## src/rtl/gpio_port_pkg.sv

```systemverilog
package gpio_port_pkg;

  localparam int unsigned REG_ADDR_W = 3;

  typedef enum logic [REG_ADDR_W-1:0] {
    REG_FSEL = 3'd0,
    REG_DIR  = 3'd1,
    REG_DOUT = 3'd2,
    REG_PULL = 3'd3,
    REG_ODRN = 3'd4,
    REG_ANA  = 3'd5,
    REG_SPEC = 3'd6,
    REG_DIN  = 3'd7
  } gpio_reg_e;

endpackage

```

## src/rtl/gpio_ctrl_regs.sv

```systemverilog
module gpio_ctrl_regs
  import gpio_port_pkg::*;
#(
  parameter int unsigned       N         = 8,
  parameter int unsigned       KEEP_BITS = 5,
  parameter logic [N-1:0]      PU_MASK   = '1,
  parameter logic [N-1:0]      POD_MASK  = '0
) (
  input  logic                  clk_i,
  input  logic                  por_rst_n_i,
  input  logic                  dstby_rst_n_i,
  input  logic                  wr_i,
  input  logic [REG_ADDR_W-1:0] addr_i,
  input  logic [N-1:0]          wdata_i,
  input  logic [N-1:0]          din_i,
  output logic [N-1:0]          fsel_o,
  output logic [N-1:0]          dir_o,
  output logic [N-1:0]          dout_o,
  output logic [N-1:0]          pull_o,
  output logic [N-1:0]          odrn_o,
  output logic [N-1:0]          ana_o,
  output logic [N-1:0]          spec_o,
  output logic [N-1:0]          rdata_o
);

  localparam logic [N-1:0] KEEP_MASK =
    (KEEP_BITS >= N) ? {N{1'b1}} : ~({N{1'b1}} << KEEP_BITS);

  logic rst_n;
  assign rst_n = por_rst_n_i & dstby_rst_n_i;

  logic [N-1:0] fsel_q, dir_q, dout_q, pull_q, odrn_q, ana_q, spec_q, rdata_q;
  logic [N-1:0] fsel_d, dir_d, dout_d, pull_d, odrn_d, ana_d, spec_d, rdata_d;
  logic         fsel_we, dir_we, dout_we, pull_we, odrn_we, ana_we, spec_we;

  // write decode; the input data address has no write enable at all
  always_comb begin
    fsel_we = wr_i && (gpio_reg_e'(addr_i) == REG_FSEL) && dstby_rst_n_i;
    dir_we  = wr_i && (gpio_reg_e'(addr_i) == REG_DIR);
    dout_we = wr_i && (gpio_reg_e'(addr_i) == REG_DOUT);
    pull_we = wr_i && (gpio_reg_e'(addr_i) == REG_PULL);
    odrn_we = wr_i && (gpio_reg_e'(addr_i) == REG_ODRN);
    ana_we  = wr_i && (gpio_reg_e'(addr_i) == REG_ANA);
    spec_we = wr_i && (gpio_reg_e'(addr_i) == REG_SPEC);
  end

  // next-state
  always_comb begin
    fsel_d = fsel_we ? wdata_i : fsel_q;
    dir_d  = dir_we  ? wdata_i : dir_q;
    dout_d = dout_we ? wdata_i : dout_q;
    pull_d = pull_we ? (wdata_i & PU_MASK) : pull_q;
    odrn_d = odrn_we ? (wdata_i & POD_MASK) : odrn_q;
    ana_d  = ana_we  ? wdata_i : ana_q;
    spec_d = spec_we ? wdata_i : spec_q;
    unique case (gpio_reg_e'(addr_i))
      REG_FSEL: rdata_d = fsel_q;
      REG_DIR:  rdata_d = dir_q;
      REG_DOUT: rdata_d = dout_q;
      REG_PULL: rdata_d = pull_q;
      REG_ODRN: rdata_d = odrn_q;
      REG_ANA:  rdata_d = ana_q;
      REG_SPEC: rdata_d = spec_q;
      REG_DIN:  rdata_d = din_i;
      default:  rdata_d = '0;
    endcase
  end

  // function select: low bits live in the always-on reset domain
  for (genvar i = 0; i < N; i++) begin : g_fsel
    logic bit_q;
    if (i < KEEP_BITS) begin : g_keep
      always_ff @(posedge clk_i or negedge por_rst_n_i) begin
        if (!por_rst_n_i) bit_q <= 1'b0;
        else              bit_q <= fsel_d[i];
      end
    end else begin : g_clear
      always_ff @(posedge clk_i or negedge rst_n) begin
        if (!rst_n) bit_q <= 1'b0;
        else        bit_q <= fsel_d[i];
      end
    end
    assign fsel_q[i] = bit_q;
  end

  always_ff @(posedge clk_i or negedge rst_n) begin
    if (!rst_n) begin
      dir_q   <= '0;
      dout_q  <= '0;
      pull_q  <= '0;
      odrn_q  <= '0;
      ana_q   <= '0;
      spec_q  <= '0;
      rdata_q <= '0;
    end else begin
      dir_q   <= dir_d;
      dout_q  <= dout_d;
      pull_q  <= pull_d;
      odrn_q  <= odrn_d;
      ana_q   <= ana_d;
      spec_q  <= spec_d;
      rdata_q <= rdata_d;
    end
  end

  assign fsel_o  = fsel_q;
  assign dir_o   = dir_q;
  assign dout_o  = dout_q;
  assign pull_o  = pull_q;
  assign odrn_o  = odrn_q;
  assign ana_o   = ana_q;
  assign spec_o  = spec_q;
  assign rdata_o = rdata_q;

  // a write to the direction register is visible on the next cycle
  a_r2_dir_write_lands: assert property (@(posedge clk_i) disable iff (!rst_n)
    ($past(rst_n) && $past(wr_i) && ($past(addr_i) == REG_DIR)) |-> (dir_o == $past(wdata_i)));

  // readback of output data shows the value before the same-edge write
  a_r2_readback_dout: assert property (@(posedge clk_i) disable iff (!rst_n)
    ($past(rst_n) && ($past(addr_i) == REG_DOUT)) |-> (rdata_o == $past(dout_o)));

  // input data readback equals the gated input at the read edge
  a_r8_din_readback: assert property (@(posedge clk_i) disable iff (!rst_n)
    ($past(rst_n) && ($past(addr_i) == REG_DIN)) |-> (rdata_o == $past(din_i)));

  // kept function-select bits do not move during deep-standby reset
  a_r9_keep_stable: assert property (@(posedge clk_i) disable iff (!por_rst_n_i)
    !dstby_rst_n_i |=> $stable(fsel_o & KEEP_MASK));

endmodule

```

## src/rtl/gpio_in_gate.sv

```systemverilog
module gpio_in_gate #(
  parameter int unsigned N = 8
) (
  input  logic         clk_i,
  input  logic         rst_n_i,
  input  logic [N-1:0] pad_in_i,
  input  logic [N-1:0] ana_i,
  input  logic [N-1:0] spec_i,
  input  logic [N-1:0] conv_oe_i,
  output logic [N-1:0] din_o
);

  logic [N-1:0] meta_q, sync_q;
  logic [N-1:0] meta_d, sync_d;
  logic [N-1:0] block;

  always_comb begin
    meta_d = pad_in_i;
    sync_d = meta_q;
  end

  always_ff @(posedge clk_i or negedge rst_n_i) begin
    if (!rst_n_i) begin
      meta_q <= '0;
      sync_q <= '0;
    end else begin
      meta_q <= meta_d;
      sync_q <= sync_d;
    end
  end

  assign block = ana_i | spec_i | conv_oe_i;
  assign din_o = sync_q & ~block;

  // a pin can only read 1 if the pad was 1 two edges earlier
  a_r7_sync_delay: assert property (@(posedge clk_i) disable iff (!rst_n_i)
    ($past(rst_n_i) && $past(rst_n_i, 2)) |-> ((din_o & ~$past(pad_in_i, 2)) == '0));

endmodule

```

## src/rtl/gpio_pad_drive.sv

```systemverilog
module gpio_pad_drive #(
  parameter int unsigned  N        = 8,
  parameter logic [N-1:0] PU_MASK  = '1,
  parameter logic [N-1:0] POD_MASK = '0
) (
  input  logic [N-1:0] fsel_i,
  input  logic [N-1:0] dir_i,
  input  logic [N-1:0] dout_i,
  input  logic [N-1:0] pull_i,
  input  logic [N-1:0] odrn_i,
  input  logic [N-1:0] periph_out_i,
  input  logic [N-1:0] periph_oe_i,
  output logic [N-1:0] pad_out_o,
  output logic [N-1:0] pad_oe_o,
  output logic [N-1:0] pad_pu_o
);

  for (genvar i = 0; i < N; i++) begin : g_pin
    logic lvl, en, oe;

    always_comb begin
      lvl = fsel_i[i] ? periph_out_i[i] : dout_i[i];
      en  = fsel_i[i] ? periph_oe_i[i]  : dir_i[i];
    end

    if (POD_MASK[i]) begin : g_pod
      assign oe = en & ~(odrn_i[i] & lvl);
    end else begin : g_push
      assign oe = en;
    end

    if (PU_MASK[i]) begin : g_pu
      assign pad_pu_o[i] = pull_i[i] & ~oe;
    end else begin : g_nopu
      assign pad_pu_o[i] = 1'b0;
    end

    assign pad_out_o[i] = lvl;
    assign pad_oe_o[i]  = oe;
  end

endmodule

```

## src/rtl/gpio_port_ctrl.sv

```systemverilog
module gpio_port_ctrl
  import gpio_port_pkg::*;
#(
  parameter int unsigned       N_PINS    = 8,
  parameter int unsigned       KEEP_BITS = 5,
  parameter logic [N_PINS-1:0] PU_MASK   = 8'hFE,
  parameter logic [N_PINS-1:0] POD_MASK  = 8'h30
) (
  input  logic                  clk_i,
  input  logic                  por_rst_n_i,
  input  logic                  dstby_rst_n_i,
  input  logic                  bus_wr_i,
  input  logic [REG_ADDR_W-1:0] bus_addr_i,
  input  logic [N_PINS-1:0]     bus_wdata_i,
  output logic [N_PINS-1:0]     bus_rdata_o,
  input  logic [N_PINS-1:0]     periph_out_i,
  input  logic [N_PINS-1:0]     periph_oe_i,
  input  logic [N_PINS-1:0]     conv_oe_i,
  input  logic [N_PINS-1:0]     pad_in_i,
  output logic [N_PINS-1:0]     pad_out_o,
  output logic [N_PINS-1:0]     pad_oe_o,
  output logic [N_PINS-1:0]     pad_pu_o,
  output logic [N_PINS-1:0]     din_o
);

  logic rst_n;
  assign rst_n = por_rst_n_i & dstby_rst_n_i;

  logic [N_PINS-1:0] fsel, dir, dout, pull, odrn, ana, spec, din;

  gpio_ctrl_regs #(
    .N(N_PINS), .KEEP_BITS(KEEP_BITS), .PU_MASK(PU_MASK), .POD_MASK(POD_MASK)
  ) u_regs (
    .clk_i        (clk_i),
    .por_rst_n_i  (por_rst_n_i),
    .dstby_rst_n_i(dstby_rst_n_i),
    .wr_i         (bus_wr_i),
    .addr_i       (bus_addr_i),
    .wdata_i      (bus_wdata_i),
    .din_i        (din),
    .fsel_o       (fsel),
    .dir_o        (dir),
    .dout_o       (dout),
    .pull_o       (pull),
    .odrn_o       (odrn),
    .ana_o        (ana),
    .spec_o       (spec),
    .rdata_o      (bus_rdata_o)
  );

  gpio_in_gate #(.N(N_PINS)) u_in (
    .clk_i    (clk_i),
    .rst_n_i  (rst_n),
    .pad_in_i (pad_in_i),
    .ana_i    (ana),
    .spec_i   (spec),
    .conv_oe_i(conv_oe_i),
    .din_o    (din)
  );

  gpio_pad_drive #(.N(N_PINS), .PU_MASK(PU_MASK), .POD_MASK(POD_MASK)) u_drv (
    .fsel_i      (fsel),
    .dir_i       (dir),
    .dout_i      (dout),
    .pull_i      (pull),
    .odrn_i      (odrn),
    .periph_out_i(periph_out_i),
    .periph_oe_i (periph_oe_i),
    .pad_out_o   (pad_out_o),
    .pad_oe_o    (pad_oe_o),
    .pad_pu_o    (pad_pu_o)
  );

  assign din_o = din;

  // an open-drain pin never actively drives a high level
  a_r5_pod_no_high: assert property (@(posedge clk_i) disable iff (!rst_n)
    (odrn & pad_oe_o & pad_out_o) == '0);

  // pull-up never fights an enabled driver
  a_r6_pu_off_driving: assert property (@(posedge clk_i) disable iff (!rst_n)
    (pad_oe_o & pad_pu_o) == '0);

  // peripheral-routed pins carry the peripheral level
  a_r4_periph_level: assert property (@(posedge clk_i) disable iff (!rst_n)
    (fsel & (pad_out_o ^ periph_out_i)) == '0);

  // control state is clear in the cycle after power-on reset release
  a_r1_reset_clear: assert property (@(posedge clk_i) disable iff (!rst_n)
    !$past(por_rst_n_i) |-> ((fsel | dir | pull | ana | spec | bus_rdata_o) == '0));

endmodule

```

## config.mk

```make
export PLATFORM = sky130hd
export DESIGN_NAME = gpio_port_ctrl
export DESIGN_NICKNAME = d
export VERILOG_FILES = /design/src/rtl/gpio_port_pkg.sv /design/src/rtl/gpio_ctrl_regs.sv /design/src/rtl/gpio_in_gate.sv /design/src/rtl/gpio_pad_drive.sv /design/src/rtl/gpio_port_ctrl.sv
export SDC_FILE = /design/constraint.sdc
export NUM_CORES = 1
export LEC_CHECK = 0
export BUFFER_PORTS_ARGS = -buffer_cell sky130_fd_sc_hd__clkbuf_2
export CAP_MARGIN = 30
export CORE_ASPECT_RATIO = 0.7
export CORE_MARGIN = 2
export CORE_UTILIZATION = 45
export DETAILED_ROUTE_END_ITERATION = 10
export PLACE_DENSITY = 0.65
export SYNTH_ARGS = -nofsm -noshare
export SYNTH_HDL_FRONTEND = slang
export SYNTH_HIERARCHICAL = 1
export SYNTH_SLANG_ARGS = --single-unit
```

## constraint.sdc

```tcl
create_clock -name clk_i -period 2.03 [get_ports clk_i]
set_clock_uncertainty 0.2 [all_clocks]
set_input_delay 0.1015 -clock clk_i [delete_from_list [all_inputs] [get_ports clk_i]]
set_output_delay 0.1015 -clock clk_i [all_outputs]
set_load 0.01 [all_outputs]
```

* Word-level counts from Yosys, hierarchy flattened *
Cells that the tools add are included.

word-level totals
  register bits after elaboration = 73
  bits of input ports = 47
  output and inout bits = 40
  word-level logic and storage cells = 75

cells by class
  equal/unequal tests = 7
  mux-type cells = 17
  bitwise gates (word level) = 25
  reduce and logical (&&, ||, !) cells = 9

operators by type and width
  operator            number
  $pmux 8 s8          1
  $mux 1              16
  $or 8x8->8          2
  $and 1x1->1         12
  $eq 3x3->1 const B  4
  $not 1->1           9
  $and 8x8->8         1
  $logic_and 1x1->1   8
  $not 8->8           1
  $eq 3x2->1 const B  2
  $eq 3x1->1 const B  1
  $logic_not 3->1     1

* Longest topological paths before layout *
Gate-level depths: netlist of the first run.

  depth in word-level cells = 6
  gate-level depth with buffers = 6
  gate-level depth less buffers = 5

* Cells and area by module *
The synthesis of the first run kept the hierarchy.

modules (own cells, without submodules)
  module          instances  cells an instance  area each (sq um)  seq. area each (sq um)
  gpio_ctrl_regs  1          211                2829.0             1426.4
  gpio_in_gate    1          24                 520.5              400.4
  gpio_pad_drive  1          56                 457.9              0.0
  gpio_port_ctrl  1          1                  6.3                0.0

* Worst setup path before layout of the first run *
OpenSTA, ideal clock, no wires.

  path type = register to register
  start = register u_regs.spec_q[5], in the netlist u_regs/spec_o[5]
  end = register u_regs.rdata_q[5], in the netlist u_regs/rdata_o[5]
  library setup time = 63 ps
  arrival = 1296 ps
  required time = 1767 ps
  slack = 471 ps
  stages on the path, launching flop included = 5
  buffers on the path = 0
  clock period less this slack = 1559 ps
  path through = dfrtp_1 > nor4b_2 > mux2i_1 > a211oi_2 > o22a_2

between the ends
  word-level cells in the longest chain between the ends = 5

ends and longest elaborated chain
  what                      line                   source
  start, declared           gpio_ctrl_regs.sv:32   logic [N-1:0] fsel_q, dir_q, dout_q, pull_q, odrn_q, ana_q, spec_q, rdata_q;
  start signal, assigned    gpio_ctrl_regs.sv:101  spec_q <= spec_d;
  $or 8x8->8 (2 in series)  gpio_in_gate.sv:32     assign block = ana_i | spec_i | conv_oe_i;
  $not 8->8                 gpio_in_gate.sv:33     assign din_o = sync_q & ~block;
  $and 8x8->8               gpio_in_gate.sv:33
  via din_o[5]              gpio_port_ctrl.sv:23   output logic [N_PINS-1:0] din_o
  $pmux 8 s8                gpio_ctrl_regs.sv:56   unique case (gpio_reg_e'(addr_i))
  via u_regs.rdata_d[5]     gpio_ctrl_regs.sv:33   logic [N-1:0] fsel_d, dir_d, dout_d, pull_d, odrn_d, ana_d, spec_d, rdata_d;
  end signal, assigned      gpio_ctrl_regs.sv:102  rdata_q <= rdata_d;
  end, declared             gpio_ctrl_regs.sv:32

The timed path passes the listed nets, and every way through them passes these cells.
A chain may end at the register's enable or synchronous reset.

* Worst setup path in the final report of the first run *
  start = register u_regs.g_fsel[4].bit_q
  end = output pad_pu_o[4]

between the ends
  word-level cells in the longest chain between the ends = 6
  elaborated cells between the ends (all ways) = 7
  those cells by class = mux (2); bitwise (5)

ends and longest elaborated chain
  what                    line                  source
  start, declared         gpio_ctrl_regs.sv:71  logic bit_q;
  start signal, assigned  gpio_ctrl_regs.sv:75  else bit_q <= fsel_d[i];
  $mux 1                  gpio_pad_drive.sv:22  lvl = fsel_i[i] ? periph_out_i[i] : dout_i[i];
  $and 1x1->1             gpio_pad_drive.sv:27  assign oe = en & ~(odrn_i[i] & lvl);
  $not 1->1               gpio_pad_drive.sv:27
  $and 1x1->1 *           gpio_pad_drive.sv:27
  $not 1->1 *             gpio_pad_drive.sv:33  assign pad_pu_o[i] = pull_i[i] & ~oe;
  $and 1x1->1 *           gpio_pad_drive.sv:33
  end, declared           gpio_port_ctrl.sv:22  output logic [N_PINS-1:0] pad_pu_o,

Every way passes the cells marked *; elsewhere a longest branch is shown, timed or not.

==> results of run 1 <==
## power groups by stage
stage / Sequential, W / Clock (W) / Combinational [W]
global placement: 0.00198 / 0 / 0.000997
floorplan: 0.00190 / 0 / 0.000888
detailed placement: 0.00199 / 0 / 0.00102
CTS: 0.00196 / 0.00156 / 0.00105
global route: 0.00200 / 0.00164 / 0.00113
finish: 0.00196 / 0.00152 / 0.00104
## sequential cells by signal (all words and copies together), names as in the netlist
register and count:
u_regs/ana_o 8, u_regs/odrn_o 2, u_in/meta_q 8, u_regs/rdata_o 8, u_regs/g_fsel.bit_q 8, u_regs/dout_o 8
u_regs/pull_o 7, u_in/sync_q 8, u_regs/dir_o 8, u_regs/spec_o 8
## metal layers
layer	part of all wire	track usage	wire length (um)
met1	0.48	0.2797	4062
met2	0.46	0.3156	3927
met3	0.050	0.04528	421
met4	0.0083	0.05000	70
met5	0	0	0
## worst paths after layout
| check | endpoint | depth (start not counted) |
|---|---|---|
| worst max-delay path | pad_pu_o[4] | 3 |
| worst min-delay path | u_regs/rdata_o[2]$_DFF_PN0_ | 6 |
| worst max register to register | u_regs/rdata_o[5]$_DFF_PN0_ | 4 |
| worst min register to register | u_in/sync_q[7]$_DFF_PN0_ | 0 |
| max in group asynchronous | u_regs/g_fsel[4].bit_q$_DFFE_PN0P_ | 3 |
| min in group asynchronous | u_in/sync_q[4]$_DFF_PN0_ | 3 |
## stage by stage
stage	util	total power, W	std cells	worst slack, ps	instance area [um^2]
after CTS	0.5752	0.004568	480	376.0	4586
after global placement	0.5151	0.002973	445	356.0	4106
after detailed placement	0.5151	0.003001	445	312.0	4106
after floorplan	-	0.002783	284	162.6	3757
final	0.5752	0.004531	480	382.5	4586
after global routing	0.5752	0.004774	480	311.9	4586
## critical path: stages (launching register included)
cell                       delay, ps
sky130_fd_sc_hd__dfrtp_1         440
sky130_fd_sc_hd__and2_4          180
sky130_fd_sc_hd__a221oi_2        230
sky130_fd_sc_hd__clkbuf_2        170
## final cells by class
type / count / area share
repair buffers: 113 / 0.1490
flip-flops and latches: 73 / 0.3984
clock buffers: 11 / 0.05075
clock inverters: 5 / 0.01228
well taps: 101 / 0.02756
inverters: 8 / 0.006548
multi-input cells: 169 / 0.3555
==> summary.txt, run 1 <==
POWER
-------------------------------------------------------------------------------------
Worst ir drop on vdd                                                        0.5146 mV
Power spent charging and discharging nets                                  0.001267 W
Clk pwr share                                                                   0.337
Internal power contribution                                                0.003263 W
Net switching share of the total power                                         0.2797
Combinational share of power                                                    0.230
Register share of total power                                                   0.434
Power density relative to cell area                                      988.0 nW/um^2
Static power due to leakage                                                  2.191 nW

TIMING
-------------------------------------------------------------------------------------
Period utilization                                                             0.8116
Max Slew Vio Count                                                                  0
Final critical path time including I/O delays and setup                       1648 ps
Final Hold Slack                                                             78.76 ps
Setup-violating endpoint count in the final report                                  0
Fmax                                                                       0.6070 GHz
Hold violation count in the final report                                            0
Setup repair after global routing missed its margin                                no
Final total negative setup slack                                                 0 ps

DETAILED ROUTING
-------------------------------------------------------------------------------------
Overall routed net length                                                    8.480 mm
Via count of the routed design                                                   2485
DRC violations left                                                                 6
Avg WL per Cell                                                              17.67 um
DRT Pass-1 Iters                                                                    7
Number of nets with antenna violations after detailed routing                       0
1st-iter DRT viols                                                                103
Detail-routed via count per cell                                                5.177

GLOBAL ROUTING
-------------------------------------------------------------------------------------
Number of global-route vias before repair                                        2482
Antenna violations before repair                                                    0
Total routing resource utilization after global routing                        0.1995
Residual overflow from global routing                                               0
First-pass GRT wire length                                                   13.54 mm
Largest net degree at the start of global routing                                  35

LOGIC SYNTHESIS
-------------------------------------------------------------------------------------
Syn_nets                                                                          331
Mean Syn Cell Area                                                         13.23 um^2
Netlist Area Pre-Place                                                      3757 um^2
Gate count of the mapped netlist                                                  284
Number of warnings issued by yosys                                                  6

FINISH
-------------------------------------------------------------------------------------
Top library cells by usage in the layout, fill and taps aside            85 x sky130_fd_sc_hd__clkbuf_2, 73 x sky130_fd_sc_hd__dfrtp_1, 53 x sky130_fd_sc_hd__mux2_2
Share of post-route cells with drive strength above 1                          0.5356
Layout-stage area growth over the synthesis result                             22.04%
Number of nets in the finished design                                             421
FILL cells                                                                        666
Antenna diode count                                                                 0
Multi-input gate area in the final layout                                   1630 um^2
Most frequent standard cell in the layout excluding fill and tap cells   sky130_fd_sc_hd__clkbuf_2
Register Area                                                               1827 um^2

SETUP PATH
-------------------------------------------------------------------------------------
Critical Setup Path Class                                                register to primary output
Startpoint of the worst setup timing path                                u_regs/g_fsel[4].bit_q$_DFFE_PN0P_
Required @ worst endpoint                                                     1730 ps
Peak fanout along the critical path                                                 5
Setup slack on the worst flop-to-flop path                                     460 ps
Endpoint type of the worst setup path                                    primary output
Kind of start point of the critical path                                     register
Launching point of the worst reg2reg path                                u_regs/spec_o[5]$_DFFE_PN0P_
WP data arrival                                                               1350 ps

CLOCK TREE
-------------------------------------------------------------------------------------
Later-pin clock latency in the skew report                                     330 ps
Buffers from clock root to sink, at most                                            2
Post-CTS Setup Repair Bufs                                                          0
Number of instances resized during post-cts repair                                  0
Clock buffers created by TritonCTS                                                  9
CTS clk-pin slew, worst paths                                                   50 ps
Total of hold buffers inserted after clock tree synthesis                          19
Max H-tree Level                                                                    3
Clock Sinks                                                                        73
CTS Root Cell                                                            sky130_fd_sc_hd__clkbuf_16
TritonCTS clock tree                                                            built

DIE
-------------------------------------------------------------------------------------
Chip width                                                                   113.2 um
Die footprint                                                               9108 um^2
Initial core utilization                                                       0.4713
Die Height                                                                   80.45 um
Core Area                                                                   7973 um^2
Number of top-level design ports                                                   87
Std cell rows                                                                      27

PLACED DESIGN
-------------------------------------------------------------------------------------
Count of input and output buffers                                                  85
Gpl congestion                                                                 0.8229
HPWL after DPL                                                               6.140 mm

HOLD PATH
-------------------------------------------------------------------------------------
Hold crit path type                                                      input port to register
Start point of the worst min-delay path                                  conv_oe_i[2]

OUTCOME
-------------------------------------------------------------------------------------
Run status                                                               finished with violations
Failing checks                                                                    DRC

RUN
-------------------------------------------------------------------------------------
Number of maximum-capacitance violations                                            0

(Power assumes the default switching activity.)
==> run 2: changes to the inputs <==
Settings changed: PLACE_DENSITY 0.65 to 0.68.
Clock period 2.03 ns to 1.5 ns, I/O delays scaled along.
==> summary.txt, run 2 (same netlist as run 1, synthesis figures left out) <==
TIMING
-------------------------------------------------------------------------------------
Setup WS post-layout                                                        -147.8 ps
Final critical path time including I/O delays and setup                       1648 ps
Period utilization                                                              1.099
Setup-violating endpoint count in the final report                                 19
Max Slew Vio Count                                                                  0
Final total negative setup slack                                             -1126 ps
Fmax                                                                       0.6069 GHz
Setup repair after global routing missed its margin                               yes
Hold violation count in the final report                                            0

CLOCK TREE
-------------------------------------------------------------------------------------
Max H-tree Level                                                                    3
CTS clk-pin slew, worst paths                                                   60 ps
TritonCTS clock tree                                                            built
Buffers from clock root to sink, at most                                            2
Clock Sinks                                                                        73
CTS Root Cell                                                            sky130_fd_sc_hd__clkbuf_16
Later-pin clock latency in the skew report                                     330 ps
Clock buffers created by TritonCTS                                                  9

SETUP PATH
-------------------------------------------------------------------------------------
Peak fanout along the critical path                                                 3
Master of the slowest instance on the critical path                      sky130_fd_sc_hd__dfrtp_1
Kind of start point of the critical path                                     register
Crit path buf inv count                                                             2
Required @ worst endpoint                                                     1220 ps
Critical Setup Path Class                                                register to primary output
Endpoint type of the worst setup path                                    primary output
WP data arrival                                                               1370 ps
CP peak stage delay                                                            400 ps
Cell family contributing the most delay on the critical path               flip-flops
Ordered cell list for the critical path                                  buf_6 > mux2_4 > nor2_2 > buf_2

POWER
-------------------------------------------------------------------------------------
Power density relative to cell area                                      1283 nW/um^2
Worst ir drop on vdd                                                        0.6025 mV
Static power due to leakage                                                  2.449 nW

FINISH
-------------------------------------------------------------------------------------
Layout-stage area growth over the synthesis result                             34.13%
Most frequent standard cell in the layout excluding fill and tap cells   sky130_fd_sc_hd__dfrtp_1
Number of nets in the finished design                                             456
FILL cells                                                                        621
Antenna diode count                                                                 0
Share of the core filled with cells                                            0.6321
Share of post-route cells with drive strength above 1                          0.5990
Top library cells by usage in the layout, fill and taps aside            69 x sky130_fd_sc_hd__dfrtp_1, 65 x sky130_fd_sc_hd__clkbuf_2, 44 x sky130_fd_sc_hd__mux2_2

DIE
-------------------------------------------------------------------------------------
Number of top-level design ports                                                   87
Die footprint                                                               9108 um^2
Initial core utilization                                                       0.4713
Core Area                                                                   7973 um^2
Std cell rows                                                                      27
Chip width                                                                   113.2 um
Die Height                                                                   80.45 um

DETAILED ROUTING
-------------------------------------------------------------------------------------
Via count of the routed design                                                   2690
DRC violations left                                                                 5
Detail-routed via count per cell                                                5.223
Number of nets with antenna violations after detailed routing                       0
1st-iter DRT viols                                                                 72
Avg WL per Cell                                                              17.49 um
Overall routed net length                                                    9.009 mm
DRT Pass-1 Iters                                                                    7

PLACED DESIGN
-------------------------------------------------------------------------------------
Count of input and output buffers                                                  85
HPWL after DPL                                                               6.373 mm
Gpl congestion                                                                 0.8838

GLOBAL ROUTING
-------------------------------------------------------------------------------------
Largest net degree at the start of global routing                                  29
Met3 capacity usage during global routing                                     0.09057
Total routing resource utilization after global routing                        0.2089
Residual overflow from global routing                                               0
Met2 GRT Util                                                                  0.3072
Antenna violations before repair                                                    0
First-pass GRT wire length                                                   14.17 mm
Most Used Layer, Global Route                                                    met2
Number of global-route vias before repair                                        2679
Routing usage on met1                                                          0.2850

RUN
-------------------------------------------------------------------------------------
Number of maximum-capacitance violations                                            0

OUTCOME
-------------------------------------------------------------------------------------
Failing checks                                                           DRC, setup timing
Run status                                                               finished with violations

HOLD PATH
-------------------------------------------------------------------------------------
Hold crit path type                                                      input port to register

==> run 2: timing repair <==
| action | in CTS | in global routing |
|---|---|---|
| buffers inserted | 16 | 5 |
| endpoints found under the hold margin | 131 | 0 |
| hold buffers | 20 | 0 |
| pin swaps | 9 | 11 |
| endpoints found under the setup margin | 31 | 37 |
| resized for setup | 18 | 39 |
==> run 2: area by class of cell <==
type,instances,area (um^2),area share
clock buffers,9,225.2,0.04469
clock inverters,7,53.80,0.01068
inverters,8,30.03,0.005958
multi-input cells,169,1735,0.3443
flip-flops and latches,73,1832,0.3635
well taps,101,126.4,0.02507
repair buffers,148,1037,0.2058
==> run 2: worst min-delay path, cell delays in order <==
cell	delay, ps
sky130_fd_sc_hd__clkbuf_2	100
sky130_fd_sc_hd__nor4b_2	50
sky130_fd_sc_hd__nand3_1	90
sky130_fd_sc_hd__o21ai_1	60
sky130_fd_sc_hd__nand2_1	60
sky130_fd_sc_hd__a31oi_1	80
==> run 2: power by group <==
| group | internal, W | leakage, nW | switching (W) | total (W) |
|---|---|---|---|---|
| Sequential | 0.00233 | 0.905 | 0.000336 | 0.00267 |
| Combinational | 0.00111 | 1.42 | 0.000716 | 0.00182 |
| Clock | 0.00113 | 0.128 | 0.000846 | 0.00197 |
==> run 2: stage by stage <==
| stage | worst slack, ps | instance area, um^2 | cells | hold WS, ps | total power, W |
|---|---|---|---|---|---|
| after floorplan | 1.934 | 3767 | 284 | -420.6 | 0.003774 |
| after global placement | -0.2227 | 4253 | 460 | -266.6 | 0.004087 |
| after detailed placement | -26.29 | 4253 | 460 | -264.1 | 0.004135 |
| after CTS | -156.8 | 4910 | 510 | 31.83 | 0.006338 |
| after global routing | -213.3 | 5040 | 515 | 63.72 | 0.006781 |
| final | -147.8 | 5040 | 515 | 35.81 | 0.006465 |
==> run 2: path summary, 6_finish.rpt <==
path                                                       to                          startpoint  cells after the start  slack (ps)
setup / recovery                                  pad_pu_o[3]  u_regs/g_fsel[3].bit_q$_DFFE_PN0P_                      4        -150
hold / removal                    u_regs/rdata_o[2]$_DFF_PN0_                        conv_oe_i[2]                      6          40
setup reg to reg                  u_regs/rdata_o[3]$_DFF_PN0_  u_regs/g_fsel[3].bit_q$_DFFE_PN0P_                      3         -70
hold reg to reg                      u_in/sync_q[7]$_DFF_PN0_            u_in/meta_q[7]$_DFF_PN0_                      0         150
max in group asynchronous  u_regs/g_fsel[2].bit_q$_DFFE_PN0P_                         por_rst_n_i                      3         210
min in group asynchronous            u_in/sync_q[2]$_DFF_PN0_                       dstby_rst_n_i                      4         220
==> run 2: metal layers <==
metal	wire length (um)	vias up
li1	-	1249
met1	3973	1302
met2	4010	129
met3	921	10
met4	103	0
met5	0	-
==> run 3: changes to the inputs <==
Settings changed: PLACE_DENSITY 0.68 to 0.71.
Clock period 1.5 ns to 2.1 ns, I/O delays scaled along.
==> summary.txt, run 3 (same netlist as run 1, synthesis figures left out) <==
TIMING
-------------------------------------------------------------------------------------
Fmax                                                                       0.6025 GHz
Setup-violating endpoint count in the final report                                  0
Max Slew Vio Count                                                                  0
Final total negative setup slack                                                 0 ps
Final critical path time including I/O delays and setup                       1660 ps
Hold violation count in the final report                                            0
Period utilization                                                             0.7904
Final Hold Slack                                                             18.37 ps
Setup repair after global routing missed its margin                                no

FINISH
-------------------------------------------------------------------------------------
Antenna diode count                                                                 0
Number of nets in the finished design                                             417
Multi-input gate area in the final layout                                   1630 um^2
Post-layout instance count excluding filler cells                                 476
Top library cells by usage in the layout, fill and taps aside            85 x sky130_fd_sc_hd__clkbuf_2, 73 x sky130_fd_sc_hd__dfrtp_1, 53 x sky130_fd_sc_hd__mux2_2
FILL cells                                                                        662
Share of the core filled with cells                                            0.5800
Register Area                                                               1827 um^2
Most frequent standard cell in the layout excluding fill and tap cells   sky130_fd_sc_hd__clkbuf_2
Layout-stage area growth over the synthesis result                             23.08%
Share of post-route cells with drive strength above 1                          0.5333

DIE
-------------------------------------------------------------------------------------
Std cell rows                                                                      27
Core Area                                                                   7973 um^2
Number of top-level design ports                                                   87
Chip width                                                                   113.2 um
Initial core utilization                                                       0.4713
Die Height                                                                   80.45 um
Die footprint                                                               9108 um^2

HOLD PATH
-------------------------------------------------------------------------------------
Endpoint of the worst hold-timing path                                   u_regs/rdata_o[2]$_DFF_PN0_
Start point of the worst min-delay path                                  conv_oe_i[2]
Hold crit path type                                                      input port to register
Worst hold path depth                                                               6

SETUP PATH
-------------------------------------------------------------------------------------
Required @ worst endpoint                                                     1790 ps
Endpoint type of the worst setup path                                    primary output
Critical Setup Path Class                                                register to primary output
Peak fanout along the critical path                                                 3
Worst reg2reg path endpoint                                              u_regs/rdata_o[5]$_DFF_PN0_
Launching point of the worst reg2reg path                                u_regs/spec_o[5]$_DFFE_PN0P_
Setup slack on the worst flop-to-flop path                                     550 ps
Kind of start point of the critical path                                     register
WP data arrival                                                               1350 ps
Number of cells traversed by the worst register-to-register path                    4

OUTCOME
-------------------------------------------------------------------------------------
Run status                                                               finished with violations
Failing checks                                                                    DRC

GLOBAL ROUTING
-------------------------------------------------------------------------------------
Number of global-route vias before repair                                        2551
First-pass GRT wire length                                                   14.23 mm
Antenna violations before repair                                                    0
Largest net degree at the start of global routing                                  34
Total routing resource utilization after global routing                        0.2102
Residual overflow from global routing                                               0

CLOCK TREE
-------------------------------------------------------------------------------------
Clock Sinks                                                                        73
Number of instances resized during post-cts repair                                  0
Later-pin clock latency in the skew report                                     330 ps
TritonCTS clock tree                                                            built
Buffers from clock root to sink, at most                                            2
Max H-tree Level                                                                    3
Total of hold buffers inserted after clock tree synthesis                          19
CTS clk-pin slew, worst paths                                                   60 ps
Clock buffers created by TritonCTS                                                  9
Post-CTS Setup Repair Bufs                                                          0
CTS Root Cell                                                            sky130_fd_sc_hd__clkbuf_16

DETAILED ROUTING
-------------------------------------------------------------------------------------
Overall routed net length                                                    8.842 mm
Avg WL per Cell                                                              18.58 um
DRT Pass-1 Iters                                                                    7
Detail-routed via count per cell                                                5.395
1st-iter DRT viols                                                                115
Number of nets with antenna violations after detailed routing                       0
Via count of the routed design                                                   2568
DRC violations left                                                                 7

PLACED DESIGN
-------------------------------------------------------------------------------------
Count of input and output buffers                                                  85
Total placed cells including tap cells                                            441
Gpl congestion                                                                 0.8366
HPWL after DPL                                                               6.307 mm

POWER
-------------------------------------------------------------------------------------
Worst ir drop on vdd                                                        0.5822 mV
Static power due to leakage                                                  2.201 nW
Total power                                                                0.004682 W
Power density relative to cell area                                      1012 nW/um^2

RUN
-------------------------------------------------------------------------------------
Number of maximum-capacitance violations                                            0

## run 3: critical path, cell delays in order, from the launching register on
cell                       delay (ps)
sky130_fd_sc_hd__dfrtp_1          420
sky130_fd_sc_hd__nor2b_1          170
sky130_fd_sc_hd__a221oi_2         270
sky130_fd_sc_hd__clkbuf_2         170
## run 3: worst max-delay path by stage
stage,cells after the start,start,endpoint
floorplan,1,dstby_rst_n_i,u_regs/ana_o[0]$_DFFE_PN0P_
global placement,5,bus_addr_i[2],u_regs/rdata_o[1]$_DFF_PN0_
detailed placement,4,bus_addr_i[0],u_regs/dir_o[4]$_DFFE_PN0P_
CTS,3,u_regs/dir_o[5]$_DFFE_PN0P_,pad_pu_o[5]
global route,3,u_regs/dir_o[5]$_DFFE_PN0P_,pad_pu_o[5]
finish,3,u_regs/dir_o[4]$_DFFE_PN0P_,pad_pu_o[4]
## run 3: layer usage
metal  share of wire  GRT usage
met1            0.47     0.3034
met2            0.44     0.3126
met3           0.081    0.05887
met4          0.0062    0.05366
met5               0          0
## run 3: final cells by class
type	count	area share
Clock inverter	5	0.02219
Multi-Input combinational cell	169	0.3525
Tap cell	101	0.02733
Inverter	8	0.006493
Clock buffer	11	0.05249
Timing Repair Buffer	109	0.1439
Sequential cell	73	0.3950
## run 3: where the power goes
group | switching [W] | total, W | leakage, nW | internal (W)
Sequential | 0.000255 | 0.00192 | 0.909 | 0.00166
Clock | 0.000566 | 0.00176 | 0.166 | 0.00119
Combinational | 0.000436 | 0.00101 | 1.13 | 0.000573
## run 3: per-stage QoR
step	cell area [um^2]	setup slack, ps
floorplan	3757	229.1
global placement	4089	431.2
detailed placement	4089	376.7
CTS	4624	427.0
global route	4624	360.9
finish	4624	440.2
